<file path="src/rtl/cmdq_spi_pkg.sv">
package cmdq_spi_pkg;

   localparam logic [3:0] A_CTRL  = 4'h0;
   localparam logic [3:0] A_STAT  = 4'h1;
   localparam logic [3:0] A_IRQEN = 4'h2;
   localparam logic [3:0] A_PUSH  = 4'h3;
   localparam logic [3:0] A_POP   = 4'h4;

   // attribute set: frame length, clock shape, bit order, divider
   typedef struct packed {
      logic [3:0] hdiv;
      logic       lsb;
      logic       cpha;
      logic       cpol;
      logic [3:0] fsz;
   } attr_t;

   // transmit command word as pushed by software
   typedef struct packed {
      logic        cont;
      logic [2:0]  asel;
      logic        eoq;
      logic        clr_cnt;
      logic [3:0]  rsvd;
      logic [5:0]  pcs;
      logic [15:0] data;
   } cmd_t;

endpackage

</file>
<file path="src/rtl/cmdq_spi_fifo.sv">
module cmdq_spi_fifo #(
   parameter int W     = 32,
   parameter int DEPTH = 4
)(
   input  logic                       clk,
   input  logic                       rst_n,
   input  logic                       flush,
   input  logic                       push,
   input  logic [W-1:0]               wdata,
   input  logic                       pop,
   output logic [W-1:0]               rdata,
   output logic                       full,
   output logic                       empty,
   output logic [$clog2(DEPTH):0]     level
);
   localparam int PW = $clog2(DEPTH);
   localparam int LW = PW + 1;

   if (DEPTH < 2 || (1 << PW) != DEPTH) begin : g_bad_depth
      $error("cmdq_spi_fifo: DEPTH must be a power of two >= 2");
   end

   logic [W-1:0]  mem [DEPTH];
   logic [PW-1:0] wp, rp;
   logic          do_push, do_pop;

   assign full    = (level == LW'(DEPTH));
   assign empty   = (level == '0);
   assign do_push = push && !full;
   assign do_pop  = pop && !empty;
   assign rdata   = mem[rp];

   always_ff @(posedge clk or negedge rst_n) begin
      if (!rst_n) begin
         wp    <= '0;
         rp    <= '0;
         level <= '0;
      end else if (flush) begin
         wp    <= '0;
         rp    <= '0;
         level <= '0;
      end else begin
         if (do_push) wp <= wp + 1'b1;
         if (do_pop)  rp <= rp + 1'b1;
         level <= level + LW'(do_push) - LW'(do_pop);
      end
   end

   always_ff @(posedge clk) begin
      if (do_push && !flush) mem[wp] <= wdata;
   end

endmodule

</file>
<file path="src/rtl/cmdq_spi_shifter.sv">
module cmdq_spi_shifter
   import cmdq_spi_pkg::*;
#(
   parameter int NCS = 6
)(
   input  logic           clk,
   input  logic           rst_n,
   input  logic           start,
   input  cmd_t           cmd,
   input  attr_t          attr,
   input  logic           miso,
   output logic           busy,
   output logic           done,
   output logic           done_eoq,
   output logic           sck,
   output logic           mosi,
   output logic [15:0]    rx_word,
   output logic [NCS-1:0] sel_lines
);
   logic [4:0]     h;
   logic [3:0]     tmr, nb, hdiv_q;
   logic [15:0]    txs, rxs, rx_ins, mask;
   logic           cpol_q, cpha_q, lsb_q, eoq_q, cont_q, held;
   logic [NCS-1:0] pcs_q;
   logic           tick, last;

   assign tick     = busy && (tmr == hdiv_q);
   assign last     = (h == {nb, 1'b1});
   assign done     = tick && last;
   assign done_eoq = done && eoq_q;

   always_comb begin
      rx_ins     = rxs >> 1;
      rx_ins[nb] = miso;
      for (int i = 0; i < 16; i++) mask[i] = (i <= int'(nb));
   end

   assign rx_word   = rxs & mask;
   assign sck       = cpol_q ^ (busy & (cpha_q ^ h[0]));
   assign mosi      = busy & (lsb_q ? txs[0] : txs[nb]);
   assign sel_lines = (busy || held) ? pcs_q : '0;

   always_ff @(posedge clk or negedge rst_n) begin
      if (!rst_n) begin
         busy   <= 1'b0;
         held   <= 1'b0;
         h      <= '0;
         tmr    <= '0;
         nb     <= 4'd7;
         hdiv_q <= '0;
         txs    <= '0;
         rxs    <= '0;
         cpol_q <= 1'b0;
         cpha_q <= 1'b0;
         lsb_q  <= 1'b0;
         eoq_q  <= 1'b0;
         cont_q <= 1'b0;
         pcs_q  <= '0;
      end else if (start) begin
         busy   <= 1'b1;
         held   <= 1'b0;
         h      <= '0;
         tmr    <= '0;
         nb     <= (attr.fsz < 4'd3) ? 4'd3 : attr.fsz;
         hdiv_q <= attr.hdiv;
         txs    <= cmd.data;
         rxs    <= '0;
         cpol_q <= attr.cpol;
         cpha_q <= attr.cpha;
         lsb_q  <= attr.lsb;
         eoq_q  <= cmd.eoq;
         cont_q <= cmd.cont;
         pcs_q  <= cmd.pcs[NCS-1:0];
      end else if (busy) begin
         if (tick) begin
            tmr <= '0;
            h   <= h + 1'b1;
            if (!h[0]) begin
               rxs <= lsb_q ? rx_ins : {rxs[14:0], miso};
            end else if (last) begin
               busy <= 1'b0;
               held <= cont_q;
            end else begin
               txs <= lsb_q ? (txs >> 1) : (txs << 1);
            end
         end else begin
            tmr <= tmr + 1'b1;
         end
      end
   end

endmodule

</file>
<file path="src/rtl/cmdq_spi_master.sv">
module cmdq_spi_master
   import cmdq_spi_pkg::*;
#(
   parameter int NCS        = 6,
   parameter int FIFO_DEPTH = 4,
   parameter int NUM_ATTR   = 4,
   parameter int CNT_W      = 16
)(
   input  logic           clk,
   input  logic           rst_n,
   input  logic           reg_wr,
   input  logic           reg_rd,
   input  logic [3:0]     reg_addr,
   input  logic [31:0]    reg_wdata,
   output logic [31:0]    reg_rdata,
   output logic           irq,
   output logic           sck_o,
   output logic           mosi_o,
   input  logic           miso_i,
   output logic [NCS-1:0] cs_o
);
   localparam int LW   = $clog2(FIFO_DEPTH) + 1;
   localparam int AS_W = $clog2(NUM_ATTR);

   if (NCS < 1 || NCS > 6) begin : g_bad_ncs
      $error("cmdq_spi_master: NCS must be 1..6");
   end
   if (NUM_ATTR < 2 || NUM_ATTR > 8 || (1 << AS_W) != NUM_ATTR) begin : g_bad_attr
      $error("cmdq_spi_master: NUM_ATTR must be a power of two in 2..8");
   end
   if (LW > 4) begin : g_bad_depth
      $error("cmdq_spi_master: FIFO_DEPTH must not exceed 8");
   end
   if (CNT_W < 1 || CNT_W > 16) begin : g_bad_cnt
      $error("cmdq_spi_master: CNT_W must be 1..16");
   end

   logic           run_q, irq_en, eoq_flag, err_flag;
   logic [NCS-1:0] idle;
   logic [CNT_W-1:0] frame_cnt;
   attr_t          attr_q [NUM_ATTR];
   logic [NUM_ATTR-1:0] attr_we;

   logic wr_ctrl, wr_stat, push_req, pop_req, flush_tx, flush_rx, attr_hit;
   logic start, busy, done, done_eoq;
   logic tx_full, tx_empty, rx_full, rx_empty;
   logic [LW-1:0]  tx_level, rx_level;
   logic [31:0]    tx_rdata;
   logic [15:0]    rx_rdata, rx_word;
   logic [NCS-1:0] sel_lines;
   cmd_t           cmd;

   assign wr_ctrl  = reg_wr && (reg_addr == A_CTRL);
   assign wr_stat  = reg_wr && (reg_addr == A_STAT);
   assign push_req = reg_wr && (reg_addr == A_PUSH);
   assign pop_req  = reg_rd && (reg_addr == A_POP);
   assign flush_tx = wr_ctrl && reg_wdata[16];
   assign flush_rx = wr_ctrl && reg_wdata[17];
   assign attr_hit = reg_addr[3] && (int'(reg_addr[2:0]) < NUM_ATTR);

   for (genvar k = 0; k < NUM_ATTR; k++) begin : g_attr_we
      assign attr_we[k] = reg_wr && attr_hit && (reg_addr[AS_W-1:0] == AS_W'(k));
   end

   assign cmd   = cmd_t'(tx_rdata);
   assign start = run_q && !eoq_flag && !tx_empty && !busy && !flush_tx;

   cmdq_spi_fifo #(.W(32), .DEPTH(FIFO_DEPTH)) u_txq (
      .clk(clk), .rst_n(rst_n), .flush(flush_tx), .push(push_req),
      .wdata(reg_wdata), .pop(start), .rdata(tx_rdata),
      .full(tx_full), .empty(tx_empty), .level(tx_level)
   );

   cmdq_spi_fifo #(.W(16), .DEPTH(FIFO_DEPTH)) u_rxq (
      .clk(clk), .rst_n(rst_n), .flush(flush_rx), .push(done),
      .wdata(rx_word), .pop(pop_req), .rdata(rx_rdata),
      .full(rx_full), .empty(rx_empty), .level(rx_level)
   );

   cmdq_spi_shifter #(.NCS(NCS)) u_shift (
      .clk(clk), .rst_n(rst_n), .start(start), .cmd(cmd),
      .attr(attr_q[cmd.asel[AS_W-1:0]]), .miso(miso_i),
      .busy(busy), .done(done), .done_eoq(done_eoq),
      .sck(sck_o), .mosi(mosi_o), .rx_word(rx_word), .sel_lines(sel_lines)
   );

   for (genvar i = 0; i < NCS; i++) begin : g_cs
      assign cs_o[i] = idle[i] ^ sel_lines[i];
   end

   assign irq = eoq_flag & irq_en;

   always_ff @(posedge clk or negedge rst_n) begin
      if (!rst_n) begin
         run_q     <= 1'b0;
         idle      <= '1;
         irq_en    <= 1'b0;
         eoq_flag  <= 1'b0;
         err_flag  <= 1'b0;
         frame_cnt <= '0;
         for (int k = 0; k < NUM_ATTR; k++) attr_q[k] <= attr_t'{hdiv: 4'd0, lsb: 1'b0, cpha: 1'b0, cpol: 1'b0, fsz: 4'd7};
      end else begin
         if (wr_ctrl) begin
            run_q <= reg_wdata[0];
            idle  <= reg_wdata[8 +: NCS];
         end
         if (reg_wr && reg_addr == A_IRQEN) irq_en <= reg_wdata[0];
         for (int k = 0; k < NUM_ATTR; k++) begin
            if (attr_we[k]) attr_q[k] <= attr_t'{hdiv: reg_wdata[11:8], lsb: reg_wdata[6],
                                                cpha: reg_wdata[5], cpol: reg_wdata[4], fsz: reg_wdata[3:0]};
         end
         if (done_eoq)                    eoq_flag <= 1'b1;
         else if (wr_stat && reg_wdata[0]) eoq_flag <= 1'b0;
         if ((push_req && tx_full) || (pop_req && rx_empty) || (done && rx_full)) err_flag <= 1'b1;
         else if (wr_stat && reg_wdata[1]) err_flag <= 1'b0;
         if (start && cmd.clr_cnt) frame_cnt <= '0;
         else if (done)            frame_cnt <= frame_cnt + 1'b1;
      end
   end

   always_comb begin
      reg_rdata = '0;
      case (reg_addr)
         A_CTRL: begin
            reg_rdata[0]        = run_q;
            reg_rdata[8 +: NCS] = idle;
         end
         A_STAT: begin
            reg_rdata[0]          = eoq_flag;
            reg_rdata[1]          = err_flag;
            reg_rdata[4 +: LW]    = tx_level;
            reg_rdata[8 +: LW]    = rx_level;
            reg_rdata[16 +: CNT_W] = frame_cnt;
         end
         A_IRQEN: reg_rdata[0]     = irq_en;
         A_POP:   reg_rdata[15:0]  = rx_rdata;
         default: begin
            if (attr_hit) begin
               reg_rdata[11:0] = {attr_q[reg_addr[AS_W-1:0]].hdiv, 1'b0,
                                  attr_q[reg_addr[AS_W-1:0]].lsb,
                                  attr_q[reg_addr[AS_W-1:0]].cpha,
                                  attr_q[reg_addr[AS_W-1:0]].cpol,
                                  attr_q[reg_addr[AS_W-1:0]].fsz};
            end
         end
      endcase
   end

endmodule

</file>
<file path="config.mk">
export PLATFORM = sky130hd
export DESIGN_NAME = cmdq_spi_master
export DESIGN_NICKNAME = d
export VERILOG_FILES = /design/src/rtl/cmdq_spi_pkg.sv /design/src/rtl/cmdq_spi_fifo.sv /design/src/rtl/cmdq_spi_shifter.sv /design/src/rtl/cmdq_spi_master.sv
export SDC_FILE = /design/constraint.sdc
export NUM_CORES = 1
export LEC_CHECK = 0
export CAP_MARGIN = 20
export CORE_MARGIN = 2
export CORE_UTILIZATION = 30
export DETAILED_ROUTE_END_ITERATION = 6
export GPL_TIMING_DRIVEN = 0
export SLEW_MARGIN = 20
export SYNTH_ARGS = -nofsm -noshare
export SYNTH_HDL_FRONTEND = slang
export SYNTH_SLANG_ARGS = --single-unit
</file>
<file path="constraint.sdc">
create_clock -name clk -period 2.8 [get_ports clk]
set_input_delay 0.28 -clock clk [delete_from_list [all_inputs] [get_ports clk]]
set_output_delay 0.28 -clock clk [all_outputs]
set_load 0.01 [all_outputs]
</file>
======== Word-level counts from Yosys, hierarchy flattened ========
Memories as Yosys holds them, arrays and structs flattened.
Index checks and enable logic that the tools add are counted.
cells by class
  muxes and demuxes ....................... 72
  eq/ne operators ......................... 13
  $add $sub $neg .......................... 11
  reductions and logical operators ........ 66
  bitwise operators ....................... 14
  $lt $le $gt $ge ......................... 21
operators with widths
  kind                                                count
  two-way mux 16 bit                                  14
  binary-select mux 11 bit (select 2 bit)             2
  two-way mux 11 bit                                  4
  logical AND 1 bit                                   33
  <= comparator 4 bit, first input constant           8
  nonzero test 2 bit                                  11
  two-way mux 1 bit                                   21
  two-way mux 2 bit                                   9
  adder 16 x 1 -> 16 bit, second input constant       1
  AND 16 bit                                          1
  bitwise mux 16 bit                                  1
  <= comparator 3 x 4 -> 1 bit, first input constant  4
  two-way mux 4 bit                                   4
  two-way mux 5 bit                                   3
  two-way mux 12 bit                                  1
  one-hot mux 3 bit (4 select lines)                  1
  one-hot mux 3 bit (3 select lines)                  1
  adder 2 x 1 -> 2 bit, second input constant         4
  == test 4 x 2 -> 1 bit, second input constant       2
  <= comparator 2 x 4 -> 1 bit, first input constant  2
  zero test 1 bit                                     8
  one-hot mux 2 bit (2 select lines)                  2
  AND reduction 4 bit                                 2
  bitwise XOR 1 bit                                   8
  35 further kinds                                    50
storage, ports and cells
  memory bits (writable) .................. 192
  register bits after elaboration ......... 146
  output and inout bits ................... 41
  memories ................................ 2
memories
  memory     words  width  read ports  clocked after Yosys merged registers in  write ports  RTL line             source
  u_txq.mem  4      32     1           0                                        1            cmdq_spi_fifo.sv:23  logic [W-1:0] mem [DEPTH];
  u_rxq.mem  4      16     1           0                                        1            cmdq_spi_fifo.sv:23

======== Longest topological paths before layout ========
Gate-level depths: netlist (run 1).
  word-level depth ........................ 10
  mapped depth ............................ 14
  mapped depth without buffers ............ 12

======== Hierarchy ========
From an unflattened synthesis (run 1), not the netlist that was laid out.
second synthesis, totals
  cells, all modules ...................... 1063
  area total of the unflattened synthesis .. 15782.6 um^2
modules (own cells, without submodules)
  module                 area an instance (um^2)  times used  cells each
  cmdq_spi_fifo (u_txq)  5196.2                   1           216
  cmdq_spi_master        3910.0                   1           310
  cmdq_spi_shifter       3853.7                   1           405
  cmdq_spi_fifo (u_rxq)  2822.7                   1           132

======== Worst setup path before layout (run 1) ========
No wires, ideal clock.
  path kind ............................... reg-to-reg
  start ................................... reg u_txq.level[1]
  end ..................................... reg u_txq.level[2]
  data arrival time ....................... 2681 ps
  slack ................................... -3 ps
  cell stages (with the launch flop) ...... 14
  path buffers ............................ 1
  path through ............................ dfrtp_1 -> nor3_1 -> nor4b_2 -> nand2_1 -> inv_2 -> clkbuf_1 -> ha_1 -> inv_1 -> ha_1 -> inv_1 -> fa_1 -> xor2_1 -> xnor2_1 -> nor2_1
on the way
  cells in the longest elaborated chain, start to end .. 8
  elaborated cells on any way between the ends .. 12
  classes of those cells .................. add/sub (2); eq/ne (1); mux (1); reduce/logical (8)
RTL lines
  item                                                          RTL line             source
  from (decl)                                                   cmdq_spi_fifo.sv:14  output logic [$clog2(DEPTH):0] level
  from (signal assigned)                                        cmdq_spi_fifo.sv:45  level <= level + LW'(do_push) - LW'(do_pop);
  branches (longest 6 deep; another with adder 3 x 1 -> 3 bit)  n/a
  subtractor 3 x 1 -> 3 bit *                                   cmdq_spi_fifo.sv:45
  two-way mux 3 bit *                                           cmdq_spi_fifo.sv:38  end else if (flush) begin
Mark *: on every way between the ends.
A chain may end at the register's enable or synchronous reset.

======== Worst setup path after layout (run 1) ========
  start ................................... in reg_addr[1]
  end ..................................... out reg_rdata[3]
on the way
  cells in the longest elaborated chain, start to end .. 6
  elaborated cells on any way between the ends .. 13
  classes of those cells .................. order compare (1); eq/ne (3); mux (5); bitwise (1); reduce/logical (3)
RTL lines
  item                                                   RTL line                source
  from (decl)                                            cmdq_spi_master.sv:13   input logic [3:0] reg_addr,
  inverter 2 -> 3 bit (not written as such)              cmdq_spi_master.sv:143  attr_q[reg_addr[AS_W-1:0]].fsz};
  binary-select mux 11 bit (select 2 bit)                cmdq_spi_master.sv:143
  two-way mux 11 bit (not written as such) (2 in a row)  cmdq_spi_master.sv:143
  two-way mux 12 bit                                     cmdq_spi_master.sv:138  if (attr_hit) begin
  one-hot mux 2 bit (2 select lines) *                   cmdq_spi_master.sv:123  case (reg_addr)
  to (decl)                                              cmdq_spi_master.sv:15   output logic [31:0] reg_rdata,
Every way passes the cells marked *; elsewhere a longest branch is shown, timed or not. The select of a mux whose other input is x is not followed.

==> Implementation_results.wiki, run 1 <==
{| class="wikitable"
! Metric !! Value
|-
| Share of synthesized area spent on multiplexers || 16.5%
|-
| Net count after synthesis || 1128
|-
| DRC violation count after routing || 0
|-
| RD Place Congestion || 0.854
|-
| Ordered list of cells on the worst path || clkdlybuf4s50_1 > nor4b_4 > buf_2 > a22o_1 > clkdlybuf4s50_1
|-
| Clock tree from TritonCTS || done
|-
| Worst slack on hold paths || 0.285 ns
|-
| Cell count after synthesis || ~1100
|-
| Cell internal power dissipation || 11.2 mW
|-
| Worst vdd ir || 0.000515 V
|-
| CP peak stage delay || between 0.5 and 0.6 ns
|-
| Clk_skew || between 0.02 and 0.03 ns
|-
| Total congestion overflow || 0
|-
| Total clock buffers created by CTS || 35
|-
| Maximum clock frequency || 363 MHz
|-
| Clock root buffer || clkbuf_16
|-
| Layout area overhead || 21.0%
|-
| Total Nets Final || 1250
|-
| Number of sinks on the clock net || 318
|-
| Total track usage || 15.2%
|-
| Via/cell ratio || 5.20
|-
| Synthesized cell area || roughly 15000 sq um
|-
| Critical Path Sink Type || primary output
|-
| Time the worst path needs with I/O delays and setup || approximately 2.8 ns
|-
| Synthesized-area fraction occupied by xor and xnor cells || 1.90%
|-
| Crit share post-route || 98.5%
|-
| Die footprint || 50700 sq um
|-
| Count of different cell masters after synthesis || 67
|-
| Number of H-tree levels || 2
|-
| Sequential cell area fraction in the yosys report || 60.3%
|-
| Remaining number of nets flagged by the antenna check after routing || 0
|-
| Part of the power in combinational logic || 32.0%
|-
| Worst slew pin tran || a little over 0.9 ns
|-
| Worst Setup SP || reg_addr[1]
|-
| Critical path data required time || 2.52 ns
|-
| DR WL/cell || 21.1 um
|-
| Arrival time at the worst endpoint || 2.48 ns
|-
| Horiz. Die Dim || between 200 and 250 um
|-
| Fraction of power spent switching nets || 33.8%
|-
| Setup repair after global routing missed its margin || no
|-
| Place WS || -1.06 ns
|-
| Fraction of power consumed by the clock network || 27.9%
|-
| # port buffers || 74
|-
| Maximum number of pins on one net before global-route repair || 95
|-
| Cell count after placement || 1771
|-
| Power density relative to cell area || 949 nW/um^2
|-
| CP max FO || 10
|-
| Clock input transition at the sequential cells of the worst setup and hold paths || 0.05 ns
|-
| Worst R2R Start || u_shift.nb[1]
|-
| Initial antenna violation count || 0
|-
| Count of endpoints failing hold in the final timing report || 0
|-
| Initial Util || ~30%
|-
| Synthesized area per cell || 13.7 sq um
|-
| Diode insertion count for antenna repair || 0
|-
| Adder and majority cell fraction of the synthesized area || approximately 1.6%
|-
| Kind of critical path || primary input to primary output
|-
| Switching power total || ~5.7 mW
|-
| Simple-Gate Fraction of Synth Area || 11.4%
|-
| Pre-Repair DR Iteration Count || 5
|-
| Number of cells in the finished layout apart from fillers || 1841
|-
| Setup total negative slack || 0 ns
|-
| HPWL after DPL || 26.4 mm
|-
| Die extent in y || ~230 um
|-
| Final count of pins violating max slew || 0
|-
| Via count of the first global-routing pass || 9558
|-
| Dominant cell type by count on the critical path || clkdlybuf4s50_1
|-
| Commonest register cell after synthesis || edfxtp_1
|-
| Critical path launch point type || primary input
|-
| Worst path bufs/invs || 3
|-
| Kind of cell with the highest combined delay on the critical path || buffers and inverters
|-
| CTS Buffer Depth || 3
|-
| Latest clock arrival within the worst-skew pair || roughly 0.53 ns
|-
| Sequential fraction of design power || 40.1%
|-
| Count of flip-flops with a built-in enable after synthesis || 172
|-
| Final core occ || between 30% and 40%
|-
| Number of synthesized register bits || 318
|-
| Num rows || 81
|-
| Drt initial violations || approximately 700
|-
| FFs w/ async S/R, synth || 45.9%
|-
| Kind of path behind the tightest hold check || primary input to asynchronous set/reset pin
|-
| Minimum setup slack in the final design || 0.0432 ns
|-
| Worst-case headroom to the max-slew limit || 38.8%
|-
| First-pass GRT wire length || just under 60 mm
|-
| Overall via count from detail_route || 9568
|-
| Combinational family with the most area after synthesis || multiplexers
|-
| Slowest-stage cell, CP || clkdlybuf4s50_1
|-
| Fraction of layout cells with a size suffix above 1 || between 20% and 30%
|-
| Count of maximum capacitance violations || 0
|-
| Leakage Power || 6.70 nW
|-
| Final setup violation count || 0
|-
| Run status || finished, final reports clean
|-
| Count of warnings emitted by yosys || 0
|-
| Compound-cell area share of the yosys netlist || 5.89%
|-
| Area of the core || 48600 sq um
|-
| Number of I/O pins || a little over 80
|-
| Aggregate routed wire length || 38.8 mm
|}
-- layout by cell type, fill, tap and decap left out, types with 7 or more instances in the layout --
cell	instances
edfxtp_1	172
dfrtp_1	123
nand2_1	112
clkdlybuf4s50_1	62
mux4_2	58
mux2_2	55
mux2i_1	50
nor2_1	49
clkbuf_1	45
nand3_1	41
clkbuf_16	36
and3_1	26
a21oi_1	25
xnor2_1	21
dfstp_2	21
inv_1	15
ha_1	15
o211ai_1	14
nor3_1	12
and2_1	12
o21ai_0	11
o31ai_1	11
or4_1	11
nand3b_1	10
dlymetal6s2s_1	10
xor2_1	9
o221ai_1	9
a31o_2	9
clkbuf_2	8
buf_4	8
buf_2	7
clkbuf_8	7
buf_1	7
-- final timing paths --
kind / slack [ns] / depth (start not counted) / endpoint
max: 0.04 / 5 / reg_rdata[3]
min: 0.28 / 2 / frame_cnt[15]
max reg2reg: 0.17 / 8 / u_rxq.mem[2][9]
min reg2reg: 0.48 / 2 / u_shift.pcs_q[4]
max in group asynchronous: 1.68 / 3 / attr_q[24]
min in group clk: 0.40 / 4 / irq_en
-- layer usage --
layer | global-route usage [%] | share of wire (%) | wire, um | vias up
met2 | 23.4 | 47 | 18100 | 254
met1 | 21.9 | 46 | 17900 | 4980
met4 | 4.59 | 2.5 | 960 | 0
met3 | 2.63 | 4.7 | 1840 | 54
li1 | - | - | - | 4280
met5 | 0 | 0 | 0 | -
-- metrics by stage --
stage               power (mW)  area [sq um]
global placement          11.9         16200
finish                    16.8         17800
floorplan                 10.2         14700
detailed placement        12.0         16300
global route              17.7         17800
CTS                       16.8         17600
-- power by group through the flow --
stage / clock network (mW) / logic [mW] / registers (mW)
3_5_place_dp: 0 / 5.26 / 6.75
2_1_floorplan: 0 / 3.70 / 6.47
6_report: 4.70 / 5.39 / 6.76
4_1_cts: 4.78 / 5.31 / 6.74
3_3_place_gp: 0 / 5.18 / 6.73
5_1_grt: 4.97 / 5.87 / 6.87
-- synth_stat cells, types with 13 or more instances --
library cell  count  area share (%)
a21oi_1          25            0.85
and2_1           21            0.90
and3_1           26             1.1
clkbuf_1         52             1.3
dfrtp_1         125              21
dfstp_2          21             3.8
edfxtp_1        172              35
ha_1             15             1.3
inv_1            15            0.38
mux2_2           55             4.2
mux2i_1          50             3.4
mux4_2           58             8.9
nand2_1         113             2.9
nand3_1          42             1.4
nor2_1           51             1.3
nor3_1           13            0.44
o211ai_1         14            0.72
o21ai_0          13            0.44
xnor2_1          21             1.3
-- layout make-up --
type | instances | area [sq um]
fillers | 4677 | 30900
flip-flops and latches | 318 | 8850
multi-input cells | 666 | 5610
clock buffers | 49 | 1010
repair buffers | 88 | 947
well taps | 622 | 778
plain buffers | 67 | 333
clock inverters | 15 | 164
inverters | 16 | 65.1
-- flip-flops by register name (all words and copies together) (netlist names), 3 cells and up --
register,flops
idle,6
u_shift.hdiv_q,4
frame_cnt,16
u_shift.tmr,4
u_rxq.level,3
u_shift.txs,16
u_shift.nb,4
attr_q,44
u_rxq.mem,64
u_shift.rxs,16
u_shift.pcs_q,6
u_shift.h,5
u_txq.level,3
u_txq.mem,108
-- cell families (layout without fill, tap and decap cells) --
group | Yosys count | in the layout
adder cells (fa/ha/maj) | 17 | 17
flip-flops | 318 | 318
AND/OR/NAND/NOR | 331 | 334
multiplexers | 163 | 163
AO/OA/AOI/OAI | 121 | 121
buffers and inverters | 89 | 235
XOR/XNOR | 31 | 31
-- repair_timing --
| action | CTS | global route |
|---|---|---|
| gates cloned | 0 | 3 |
| hold buffers | 1 | 0 |
| endpoints found under the setup margin | 92 | 85 |
| setup buffers | 5 | 3 |
| endpoints found under the hold margin | 46 | 0 |
| resized for setup | 43 | 43 |
| pin swaps | 1 | 4 |
No activity file was read; power rests on OpenSTA's default activity.
==> run 2, diff against run 1 <==
--- a/config.mk
+++ b/config.mk
@@ -5,7 +5,6 @@
 export SDC_FILE = /design/constraint.sdc
 export NUM_CORES = 1
 export LEC_CHECK = 0
-export CAP_MARGIN = 20
 export CORE_MARGIN = 2
 export CORE_UTILIZATION = 30
 export DETAILED_ROUTE_END_ITERATION = 6
==> results of run 2 <==
Final layout, timing and power as in run 1 (identical DEF).
